===== src/rtl/i2c_wake_pkg.sv =====
package i2c_wake_pkg;
  localparam int LINE_W  = 2;
  localparam int SDA_IDX = 0;
  localparam int SCL_IDX = 1;
  // idle bus level is high on both lines
  localparam logic [LINE_W-1:0] LINE_IDLE = '1;
endpackage


===== src/rtl/i2c_wake_sync.sv =====
module i2c_wake_sync #(
  parameter int WIDTH = 2,
  parameter int STAGES = 2,
  parameter logic [WIDTH-1:0] RST_VAL = '1
) (
  input  logic             clk_i,
  input  logic             rst_ni,
  input  logic [WIDTH-1:0] d_i,
  output logic [WIDTH-1:0] q_o
);
  for (genvar b = 0; b < WIDTH; b++) begin : g_bit
    logic [STAGES-1:0] chain_q;
    logic [STAGES-1:0] chain_d;

    always_comb chain_d = {chain_q[STAGES-2:0], d_i[b]};

    always_ff @(posedge clk_i or negedge rst_ni) begin
      if (!rst_ni) chain_q <= {STAGES{RST_VAL[b]}};
      else         chain_q <= chain_d;
    end

    assign q_o[b] = chain_q[STAGES-1];
  end
endmodule


===== src/rtl/i2c_wake_start_det.sv =====
module i2c_wake_start_det (
  input  logic clk_i,
  input  logic rst_ni,
  input  logic sda_s_i,
  input  logic scl_s_i,
  output logic start_o
);
  logic sda_prev_q;
  logic sda_prev_d;

  always_comb begin
    sda_prev_d = sda_s_i;
    // high-to-low on data while the clock line stays high
    start_o    = sda_prev_q & ~sda_s_i & scl_s_i;
  end

  always_ff @(posedge clk_i or negedge rst_ni) begin
    if (!rst_ni) sda_prev_q <= 1'b1;
    else         sda_prev_q <= sda_prev_d;
  end
endmodule


===== src/rtl/i2c_wake_flags.sv =====
module i2c_wake_flags (
  input  logic clk_i,
  input  logic rst_ni,
  input  logic start_i,
  input  logic wake_en_i,
  input  logic wake_clr_i,
  input  logic err_clr_i,
  input  logic standby_i,
  input  logic busy_i,
  output logic wake_o,
  output logic err_o
);
  logic busy_q, busy_d, busy_ce;
  logic wake_q, wake_d, wake_ce;
  logic err_q, err_d, err_ce;
  logic err_cond, wake_set, wake_drop, err_set;

  always_comb begin
    // busy follows the controller outside standby and freezes inside it
    busy_ce   = ~standby_i;
    busy_d    = busy_i;

    err_cond  = standby_i & busy_q;
    wake_set  = start_i & wake_en_i & ~err_cond;
    err_set   = start_i & err_cond;
    wake_drop = wake_clr_i | ~wake_en_i;

    wake_ce   = wake_set | wake_drop;
    wake_d    = wake_set;          // set has priority over clear
    err_ce    = err_set | err_clr_i;
    err_d     = err_set;
  end

  always_ff @(posedge clk_i or negedge rst_ni) begin
    if (!rst_ni)      busy_q <= 1'b0;
    else if (busy_ce) busy_q <= busy_d;
  end

  always_ff @(posedge clk_i or negedge rst_ni) begin
    if (!rst_ni)      wake_q <= 1'b0;
    else if (wake_ce) wake_q <= wake_d;
  end

  always_ff @(posedge clk_i or negedge rst_ni) begin
    if (!rst_ni)     err_q <= 1'b0;
    else if (err_ce) err_q <= err_d;
  end

  assign wake_o = wake_q;
  assign err_o  = err_q;
endmodule


===== src/rtl/i2c_wake_det.sv =====
module i2c_wake_det
  import i2c_wake_pkg::*;
#(
  parameter int SYNC_STAGES = 2
) (
  input  logic clk_i,
  input  logic rst_ni,
  input  logic sda_i,
  input  logic scl_i,
  input  logic wake_en_i,
  input  logic wake_clr_i,
  input  logic err_clr_i,
  input  logic standby_i,
  input  logic busy_i,
  output logic wake_irq_o,
  output logic bus_err_o,
  output logic hold_o
);
  logic [LINE_W-1:0] lines_raw;
  logic [LINE_W-1:0] lines_s;
  logic              start;
  logic              hold_q, hold_d;

  always_comb begin
    lines_raw          = '0;
    lines_raw[SDA_IDX] = sda_i;
    lines_raw[SCL_IDX] = scl_i;
  end

  i2c_wake_sync #(
    .WIDTH  (LINE_W),
    .STAGES (SYNC_STAGES),
    .RST_VAL(LINE_IDLE)
  ) i_sync (
    .clk_i (clk_i),
    .rst_ni(rst_ni),
    .d_i   (lines_raw),
    .q_o   (lines_s)
  );

  i2c_wake_start_det i_start (
    .clk_i  (clk_i),
    .rst_ni (rst_ni),
    .sda_s_i(lines_s[SDA_IDX]),
    .scl_s_i(lines_s[SCL_IDX]),
    .start_o(start)
  );

  i2c_wake_flags i_flags (
    .clk_i     (clk_i),
    .rst_ni    (rst_ni),
    .start_i   (start),
    .wake_en_i (wake_en_i),
    .wake_clr_i(wake_clr_i),
    .err_clr_i (err_clr_i),
    .standby_i (standby_i),
    .busy_i    (busy_i),
    .wake_o    (wake_irq_o),
    .err_o     (bus_err_o)
  );

  always_comb hold_d = standby_i;

  always_ff @(posedge clk_i or negedge rst_ni) begin
    if (!rst_ni) hold_q <= 1'b0;
    else         hold_q <= hold_d;
  end

  assign hold_o = hold_q;
endmodule


===== config.mk =====
export PLATFORM = sky130hd
export DESIGN_NAME = i2c_wake_det
export DESIGN_NICKNAME = d
export VERILOG_FILES = /design/src/rtl/i2c_wake_pkg.sv /design/src/rtl/i2c_wake_sync.sv /design/src/rtl/i2c_wake_start_det.sv /design/src/rtl/i2c_wake_flags.sv /design/src/rtl/i2c_wake_det.sv
export SDC_FILE = /design/constraint.sdc
export NUM_CORES = 1
export LEC_CHECK = 0
export BUFFER_PORTS_ARGS = -buffer_cell sky130_fd_sc_hd__buf_4
export CORE_AREA = 2 2 39 41
export CTS_BUF_LIST = sky130_fd_sc_hd__clkbuf_4 sky130_fd_sc_hd__clkbuf_8 sky130_fd_sc_hd__clkbuf_16
export DETAILED_ROUTE_END_ITERATION = 6
export DIE_AREA = 0 0 41 43
export HOLD_SLACK_MARGIN = 0.05
export SYNTH_ARGS = -nofsm -noshare
export SYNTH_HDL_FRONTEND = slang
export SYNTH_SLANG_ARGS = --single-unit

===== constraint.sdc =====
create_clock -name clk_i -period 0.85 [get_ports clk_i]
set_clock_uncertainty 0.05 [all_clocks]
set_input_delay 0.085 -clock clk_i [delete_from_list [all_inputs] [get_ports clk_i]]
set_output_delay 0.085 -clock clk_i [all_outputs]
set_load 0.03 [all_outputs]

# == Yosys cells after proc, flatten, opt, wreduce, memory -nomap -nowiden ==
# Cells that the tools add are included.
# word_totals
inputBits,9
word_cells,19
out_inout_bits,3
ff_bits,9
# classes
bitwise_logic,12
# op_table
cell,n
$and 1x1->1,6
$not 1->1,3
$or 1x1->1,3

# == Logic depth before layout (Yosys ltp) ==
# Gate-level depths: netlist of the first run.
# logic_depth
depth_word,6
ltp_mapped,2
mapped_depth_nobuf,2

# == Modules after synthesis ==
# Synthesis of the first run repeated with hierarchy kept, for this count alone.
# unflattened
hier_cells,20
hier_area_um2,297.8
# by_module_without_submodules
module,n_inst,seq_area_each_um2,cells_per_inst,area_each_um2
i2c_wake_sync,1,105.1,6,120.1
i2c_wake_flags,1,75.1,11,117.6
i2c_wake_start_det,1,26.3,2,35.0
i2c_wake_det,1,25.0,1,25.0

# == Least setup slack after synthesis of the first run ==
# No wires, ideal clock.
# synth_path
path_type,reg-to-reg
startpoint,register i_sync.g_bit[0].chain_q[1]
endpoint,register i_flags.err_q (netlist: i_flags.err_o)
setup_ns,0.128
stages_incl_launch_ff,3
t_arrival_ns,0.706
slack_ns,-0.034
required_time_ns,0.672
period_less_slack_ns,0.884
n_path_buf,0
cell_sequence,dfstp_2 > nand3b_1 > o22ai_1
# synth_between
elab_chain_cells,5
# synth_rtl
element,line,rtl
start: declaration,i2c_wake_sync.sv:12,logic [STAGES-1:0] chain_q;
start signal: assignment,i2c_wake_sync.sv:18,if (!rst_ni) chain_q <= {STAGES{RST_VAL[b]}};
start signal: assignment,i2c_wake_sync.sv:19,else chain_q <= chain_d;
$not 1->1 *,i2c_wake_start_det.sv:14,start_o = sda_prev_q & ~sda_s_i & scl_s_i;
$and 1x1->1 * (2 in a row),i2c_wake_start_det.sv:14,
$and 1x1->1 *,i2c_wake_flags.sv:25,err_set = start_i & err_cond;
$or 1x1->1,i2c_wake_flags.sv:30,err_ce = err_set | err_clr_i;
end signal: assignment,i2c_wake_flags.sv:46,else if (err_ce) err_q <= err_d;
end: declaration,i2c_wake_flags.sv:15,"logic err_q, err_d, err_ce;"
# Every way passes the cells marked *; elsewhere a longest branch is shown, timed or not.
# A chain may end at the register's enable or synchronous reset.

# == Worst setup path after layout of the first run ==
# layout_path
startpoint,register i_flags.err_q (netlist: i_flags.err_o)
endpoint,output bus_err_o
# layout_lines
element,line,rtl
end: declaration,i2c_wake_det.sv:16,"output logic bus_err_o,"
# No word-level cell between the ends.

==> flow_metrics.tcl, run 1 <==
set metrics [dict create \
    start_util 0.208 \
    rsz0062_at_grt "yes" \
    clock_latency_ps 250 \
    grt_max_degree 10 \
    holdPathStages 3 \
    power_frac_comb 0.118 \
    synth_top_area_share 0.457 \
    htreeDepth 1 \
    fin_util 0.370 \
    worstSetupStartpointType "flop" \
    yosysUniqueCellTypes 9 \
    clk_pin_slew_ps 60 \
    drt-pass1-iter-count 2 \
    synthToLayoutAreaGrowth_pct 77.8 \
    syn_avg_cell_area_um2 16.0 \
    worstSetupPathType "reg -> out" \
    endpoint_kind "output pin" \
    antennaDiodeCount 0 \
    cp.required_ps 710 \
    vias 222 \
    yosysSeqAreaShare 0.804 \
    grt_pass1_vias 248 \
    worstPathCellList "buf_6" \
    regToRegStartpoint "i_sync.g_bit[0].chain_q[1]$_DFF_PN1_" \
    min_to "i_flags.busy_q$_DFFE_PN0N_" \
    wl_per_cell_um 10.6 \
    nNetsFinal 51 \
    fillCellCount 146 \
    fp.dieW_um 41 \
    total_power_w 0.000931 \
    r2r_cells 2 \
    synth_area_um2 288 \
    coreArea_um2 1380 \
    die-area_um2 1760 \
    synth_nets 27 \
    drive_above_1_share 0.512 \
    min_period_over_period 1.08 \
    die_h_um 43 \
    yosysTopAreaCell "dfstp_2" \
    power_frac_seq 0.504 \
    antenna_found_initial 0 \
    clkPwrFrac 0.378 \
    cts_sinks 9 \
    fin_tns_setup_ps -220 \
    overflow 0 \
    synth.area.top_cells "dfstp_2 (46%), dfrtp_1 (35%), nand3b_1 (5.2%)" \
    grt_usage 0.0885 \
    gp_congestion 0.640 \
    vias_per_cell 3.89 \
    violations "setup timing" \
    synth-seq-cells 9 \
    pre_cts_ws_ps -37.5 \
    slew_headroom 0.918 \
    worstHoldStart "standby_i" \
    crit_slowest_cell "dfrtp_1" \
    cellLeakagePower_nw 0.236 \
    hold_violations 0 \
    path_max_fanout 2 \
    swShare 0.206 \
    crit_buf_inv 1 \
    crit_cells 1 \
    power_density_nw_per_um2 1820 \
    max_slew.worst_pin.slew_ps 123 \
    cts_tree "built" \
    cap_violations 0 \
    drt_iter0_drc 6 \
    fin_ws_ps -68.6 \
    io_buffers 11 \
    r2r-end "i_flags.err_o$_DFFE_PN0P_" \
    multi_input_area_um2 48.8 \
    ir_drop_mv 0.565 \
    regArea_um2 231 \
    slew_violations 0 \
    cts_root_buf "clkbuf_4" \
    max_clock_freq_mhz 1090 \
    drc 0 \
    critPathTopFamily "flip-flops" \
    clk_path_buf_depth 2 \
    cts_setup_buffers 0 \
    io_pins 12 \
    worst_path_largest_cell_delay_ps 390 \
    regToRegSetupSlack_ps -40 \
    p_switching_w 0.000191 \
    period_needed_ps 919 \
    status "finished, violations left" \
    synth_warnings 0 \
    hold_path_class "in -> reg" \
    wirelength_um 602 \
    core.rowCount 14 \
    cp.arrival_ps 780 \
    postRouteAntennaNets 0 \
    internal-power_w 0.000739 \
    grt_pass1_wl_um 972 \
    synthCells 18 \
    setup_viol 5 \
    cts_buffers 3 \
]
[cells by family (layout without fill, tap and decap cells)]
group / Yosys count / after routing / synth area share
buffers and inverters: 2 / 25 / 0.0261
flip-flops: 9 / 9 / 0.804
AND/OR/NAND/NOR: 3 / 3 / 0.0652
AO/OA/AOI/OAI: 4 / 4 / 0.104
[sequential cells by signal, summed over array words and instances (netlist names)]
signal,count
i_sync.g_bit.chain_q,4
i_flags.wake_o,1
i_flags.busy_q,1
hold_o,1
i_start.sda_prev_q,1
i_flags.err_o,1
[layout make-up]
type                       count  share of cell area
timing repair buffer          19               0.340
multi-input combinational      7              0.0954
tap                           16              0.0391
clock buffer                   4              0.0587
sequential                     9               0.452
inverter                       2              0.0147
[routing by layer]
metal,track usage,vias up,share of wire
met2,0.134,12,0.50
met5,0,-,0
met1,0.0839,105,0.40
met3,0.0366,0,0.091
li1,-,105,-
met4,0.0800,0,0
[power by group through the flow]
stage | sequential, W | clock, W | combinational, W
5_1_grt | 0.000471 | 0.000392 | 0.000118
6_report | 0.000469 | 0.000352 | 0.000110
3_5_place_dp | 0.000475 | 0 | 0.0000761
3_3_place_gp | 0.000474 | 0 | 0.0000758
2_1_floorplan | 0.000485 | 0 | 0.0000144
4_1_cts | 0.000469 | 0.000376 | 0.000109
[cells in the final DEF (no fill, tap or decap), drive strengths merged]
cell and n:
buf 11, inv 2, dfstp 5, clkbuf 4
o21ai 2, dlygate4sd3 8, nand3b 2, a21bo 1
dfrtp 4, o22ai 1, nand2 1
[through the flow]
stage	instances	area (um^2)	hold slack, ps
2_1_floorplan	18	288	-261
3_3_place_gp	45	390	-140
3_5_place_dp	45	390	-136
4_1_cts	57	512	63.1
5_1_grt	57	512	67.5
6_report	57	512	58.5
[worst max path at each step]
stage,startpoint,end,slack (ps)
after global routing,i_flags.err_o$_DFFE_PN0P_,bus_err_o,-100
after global placement,i_sync.g_bit[0].chain_q[1]$_DFF_PN1_,i_flags.err_o$_DFFE_PN0P_,-20
after CTS,i_flags.err_o$_DFFE_PN0P_,bus_err_o,-80
final,i_flags.err_o$_DFFE_PN0P_,bus_err_o,-70
after detailed placement,i_sync.g_bit[0].chain_q[1]$_DFF_PN1_,i_flags.err_o$_DFFE_PN0P_,-40
after floorplan,i_sync.g_bit[0].chain_q[1]$_DFF_PN1_,i_flags.err_o$_DFFE_PN0P_,-10
[cell usage after synthesis (all sizes together)]
master / instances
dfstp: 5
dfrtp: 4
inv: 2
nand3b: 2
o21ai: 2
a21bo: 1
nand2: 1
o22ai: 1
[what timing repair did]
item,4_1_cts,5_1_grt
gates resized for setup,3,1
endpoints found under the setup margin,5,6
hold buffers,8,1
endpoints found under the hold margin,15,2
gates cloned,0,0
No activity file was read; power rests on OpenSTA's default activity.
==> inputs of run 2 (changes only) <==
Settings changed: SETUP_SLACK_MARGIN set to 0.4.
==> flow_metrics.tcl, run 2 (same netlist as run 1, synthesis figures left out) <==
set metrics [dict create \
    cellLeakagePower_nw 0.200 \
    wl_per_cell_um 9.92 \
    cp.required_ps 710 \
    vias_per_cell 3.92 \
    core.rowCount 14 \
    layout_commonest_cell "buf_4" \
    io_buffers 11 \
    period_needed_ps 922 \
    nNetsFinal 43 \
    die-area_um2 1760 \
    crit_slowest_cell "dfrtp_2" \
    hold_violations 14 \
    worstSetupStartpointType "flop" \
    min_period_over_period 1.08 \
    total_power_w 0.000893 \
    clk_path_buf_depth 2 \
    gp_congestion 0.641 \
    io_pins 12 \
    postRouteAntennaNets 0 \
    regArea_um2 234 \
    final_cell_mix "buf_4 (8), dfstp_2 (5), clkbuf_4 (4)" \
    drive_above_1_share 0.697 \
    power_density_nw_per_um2 2060 \
    regToRegStartpoint "i_sync.g_bit[0].chain_q[1]$_DFF_PN1_" \
    worstPathCellList "buf_6" \
    fillCellCount 150 \
    max_clock_freq_mhz 1080 \
    post_dp_cell_area_um2 393 \
    path_max_fanout 2 \
    r2r_cells 2 \
    max_slew.worst_pin.slew_ps 131 \
    grt_max_degree 10 \
    fin_tns_setup_ps -258 \
    top_register "i_sync.g_bit.chain_q" \
    slew_violations 0 \
    endpoint_kind "output pin" \
    r2r-end "i_flags.err_o$_DFFE_PN0P_" \
    cp.arrival_ps 790 \
    cts_sinks 9 \
    drt-pass1-iter-count 2 \
    overflow 0 \
    grt_usage 0.0704 \
    rsz0062_at_grt "yes" \
    fin_ws_ps -72.2 \
    regToRegSetupSlack_ps -40 \
    ir_drop_mv 0.716 \
    drc 0 \
    vias 192 \
    grt_pass1_wl_um 772 \
    cts_buffers 3 \
    clock_latency_ps 250 \
    worstSetupPathType "reg -> out" \
    grt_pass1_vias 214 \
    cts_setup_buffers 0 \
    cts_root_buf "clkbuf_4" \
    fp.dieW_um 41 \
    cts_tree "built" \
    antenna_found_initial 0 \
    coreArea_um2 1380 \
    synthToLayoutAreaGrowth_pct 50.9 \
    clk_pin_slew_ps 60 \
    setup_viol 5 \
    hold_path_class "in -> async" \
    stdcell_area_um2 434 \
    cap_violations 0 \
    htreeDepth 1 \
    status "finished, violations left" \
    slew_headroom 0.913 \
    critPathTopFamily "flip-flops" \
    drt_iter0_drc 2 \
    die_h_um 43 \
    fin_util 0.314 \
    largest_register_ffs 4 \
    hold_ws_ps -406 \
    antennaDiodeCount 0 \
    multi_input_area_um2 48.8 \
    start_util 0.208 \
    worst_path_largest_cell_delay_ps 400 \
    crit_buf_inv 1 \
    wirelength_um 486 \
    violations "hold timing, setup timing" \
]
## run 2: power breakdown
group          internal, W  leakage (nW)  switching, W
clock             0.000212        0.0184      0.000132
combinational    0.0000432        0.0805     0.0000362
sequential        0.000461         0.101    0.00000875
## run 2: repair_timing
item | 4_1_cts | 5_1_grt
pin swaps | 1 | 1
gates resized for setup | 4 | 0
hold endpoints to repair | 14 | 14
setup endpoints to repair | 9 | 9
## run 2: layer usage
layer  vias up  part of all wire  global-route usage
met3         0              0.15              0.0471
met4         0                 0              0.0400
met2        12              0.48               0.109
met1        89              0.37              0.0644
li1         91                 -                   -
met5         -                 0                   0
## run 2: worst max path at each step
stage | startpoint | end | slack, ps | cells after the start
6_report | i_flags.wake_o$_DFFE_PN0P_ | wake_irq_o | -70 | 1
5_1_grt | i_flags.wake_o$_DFFE_PN0P_ | wake_irq_o | -100 | 1
4_1_cts | i_flags.wake_o$_DFFE_PN0P_ | wake_irq_o | -90 | 1
3_5_place_dp | i_sync.g_bit[0].chain_q[1]$_DFF_PN1_ | i_flags.err_o$_DFFE_PN0P_ | -40 | 2
3_3_place_gp | i_sync.g_bit[0].chain_q[1]$_DFF_PN1_ | i_flags.err_o$_DFFE_PN0P_ | -30 | 2
2_1_floorplan | i_sync.g_bit[0].chain_q[1]$_DFF_PN1_ | i_flags.err_o$_DFFE_PN0P_ | -10 | 2
## run 2: area by class of cell
type,count,area share
inverter,2,0.0173
multi-input combinational,7,0.112
timing repair buffer,11,0.216
clock buffer,4,0.0692
tap,16,0.0461
sequential,9,0.539
## run 2: per-stage QoR
| stage | std cells | setup slack [ps] |
|---|---|---|
| 6_report | 49 | -72.2 |
| 3_5_place_dp | 45 | -43.2 |
| 4_1_cts | 49 | -90.8 |
| 2_1_floorplan | 18 | -13.9 |
| 5_1_grt | 49 | -100 |
| 3_3_place_gp | 45 | -25.2 |
==> inputs of run 3 (changes only) <==
Settings changed: ABC_AREA set to 1.
==> flow_metrics.tcl, run 3 <==
set metrics [dict create \
    status "finished, violations left" \
    violations "hold timing, setup timing" \
    cp.required_ps 990 \
    htreeDepth 1 \
    regArea_um2 233 \
    wirelength_um 514 \
    fin_ws_ps -83.5 \
    fin_tns_setup_ps -367 \
    cap_violations 0 \
    min_period_over_period 1.10 \
    total_power_w 0.000918 \
    yosysTopAreaCell "dfstp_2" \
    rsz0062_at_grt "yes" \
    worstSetupStartpointType "flop" \
    fillCellCount 145 \
    dpl.cell_count 49 \
    synthAdderAreaFrac 0 \
    cellLeakagePower_nw 0.222 \
    antenna_found_initial 0 \
    synthToLayoutAreaGrowth_pct 63.3 \
    hold_violations 14 \
    synth.area.top_cells "dfstp_2 (44%), dfrtp_1 (34%), o21ai_2 (5.9%)" \
    synthFlopType "dfstp_2" \
    clk_path_buf_depth 2 \
    synth_most_common_cell "dfstp_2" \
    max_slew.worst_pin.slew_ps 121 \
    synth_nets 31 \
    syn_avg_cell_area_um2 13.5 \
    path_max_fanout 2 \
    layout.cells.non_filler 55 \
    clk_pin_slew_ps 60 \
    die_h_um 43 \
    layout_commonest_cell "buf_4" \
    synthCells 22 \
    wl_per_cell_um 9.35 \
    ir_drop_mv 0.828 \
    drive_above_1_share 0.795 \
    grt_pass1_wl_um 821 \
    power_density_nw_per_um2 1900 \
    grt_pass1_vias 225 \
    antennaDiodeCount 0 \
    slew_violations 0 \
    start_util 0.214 \
    largest_register_ffs 4 \
    synth-xor-area-share 0 \
    worstSetupPathType "reg -> reg" \
    period_needed_ps 933 \
    slew_headroom 0.920 \
    synth_mux_area_frac 0 \
    yosysUniqueCellTypes 8 \
    final_cell_mix "buf_4 (9), dfstp_2 (5), inv_1 (4), clkbuf_4 (4), buf_6 (4)" \
    max_clock_freq_mhz 1070 \
    vias_per_cell 3.89 \
    coreArea_um2 1380 \
    drt-pass1-iter-count 2 \
    drc 0 \
    synth-edff-count 0 \
    setup_viol 5 \
    top_register "i_sync.g_bit.chain_q" \
    core.rowCount 14 \
    vias 214 \
    synth-compound-area-share 0.0759 \
    cts_sinks 9 \
    regToRegSetupSlack_ps -80 \
    synth_top_family_by_area "simple AND/OR/NAND/NOR gates" \
    synth-seq-cells 9 \
    io_buffers 11 \
    clock_latency_ps 250 \
    overflow 0 \
    cp.arrival_ps 1070 \
    hold_path_class "in -> async" \
    yosysSeqAreaShare 0.781 \
    ys_async_sr_fraction 1.00 \
    cts_tree "built" \
    synth_top_area_share 0.443 \
    synth_common_cells "dfstp_2 (5), dfrtp_1 (4), inv_1 (4)" \
    drt_iter0_drc 1 \
    synth-simple-area-share 0.0928 \
    fp.dieW_um 41 \
    postRouteAntennaNets 0 \
    nNetsFinal 49 \
    cts_buffers 3 \
    synth_warnings 0 \
    pre_cts_ws_ps -101 \
    hold_ws_ps -407 \
    cts_root_buf "clkbuf_4" \
    fin_util 0.350 \
    endpoint_kind "flop" \
    multi_input_area_um2 73.8 \
    io_pins 12 \
    synth_area_um2 297 \
    grt_max_degree 10 \
    die-area_um2 1760 \
    gp_congestion 0.611 \
    grt_usage 0.0753 \
]
## run 3: area by class of cell
| class | instances | area share |
|---|---|---|
| tap | 16 | 0.0413 |
| inverter | 4 | 0.0310 |
| sequential | 9 | 0.481 |
| clock buffer | 4 | 0.0620 |
| multi-input combinational | 9 | 0.152 |
| timing repair buffer | 13 | 0.233 |
## run 3: final timing paths
| check | start | end | cells past startpoint |
|---|---|---|---|
| max in group asynchronous | rst_ni | i_sync.g_bit[0].chain_q[1]$_DFF_PN1_ | 1 |
| hold / removal | rst_ni | i_flags.err_o$_DFFE_PN0P_ | 1 |
| setup reg to reg | i_start.sda_prev_q$_DFF_PN1_ | i_flags.err_o$_DFFE_PN0P_ | 4 |
| min in group clk_i | scl_i | i_sync.g_bit[1].chain_q[0]$_DFF_PN1_ | 1 |
| setup / recovery | i_start.sda_prev_q$_DFF_PN1_ | i_flags.err_o$_DFFE_PN0P_ | 4 |
| hold reg to reg | i_sync.g_bit[1].chain_q[0]$_DFF_PN1_ | i_sync.g_bit[1].chain_q[1]$_DFF_PN1_ | 0 |
## run 3: what timing repair did
item / in CTS / in global routing
hold endpoints to repair: 15 / 15
endpoints found under the setup margin: 9 / 9
pin swaps: 1 / 1
setup buffers: 1 / 1
gates resized for setup: 5 / 5
## run 3: kinds of logic (layout without fill, tap and decap cells)
| kind of cell | count (synthesis) | count (layout) |
|---|---|---|
| buf+inv | 4 | 21 |
| simple gates | 6 | 6 |
| compound gates | 3 | 3 |
| flops | 9 | 9 |
## run 3: stage by stage
stage / cell area [um^2] / hold slack [ps]
finish: 484 / -407
global route: 484 / -416
CTS: 455 / -415
detailed placement: 400 / -135
global placement: 400 / -139
floorplan: 298 / -261
## run 3: per-layer routing
layer	track usage	vias up	share of wire
met3	0.0314	0	0.12
li1	-	100	-
met5	0	-	0
met4	0.0600	0	0
met1	0.0872	102	0.41
met2	0.103	12	0.47
## run 3: power breakdown
group / internal (W) / switching (W)
registers: 0.000461 / 0.0000132
logic: 0.0000516 / 0.0000450
clock network: 0.000212 / 0.000136
total: 0.000724 / 0.000194
## run 3: critical path, stage by stage (launching register included)
cell and delay, ps:
dfstp_2 530, nand2_2 60, nor2_4 100, nand3_2 80, o21ai_2 60
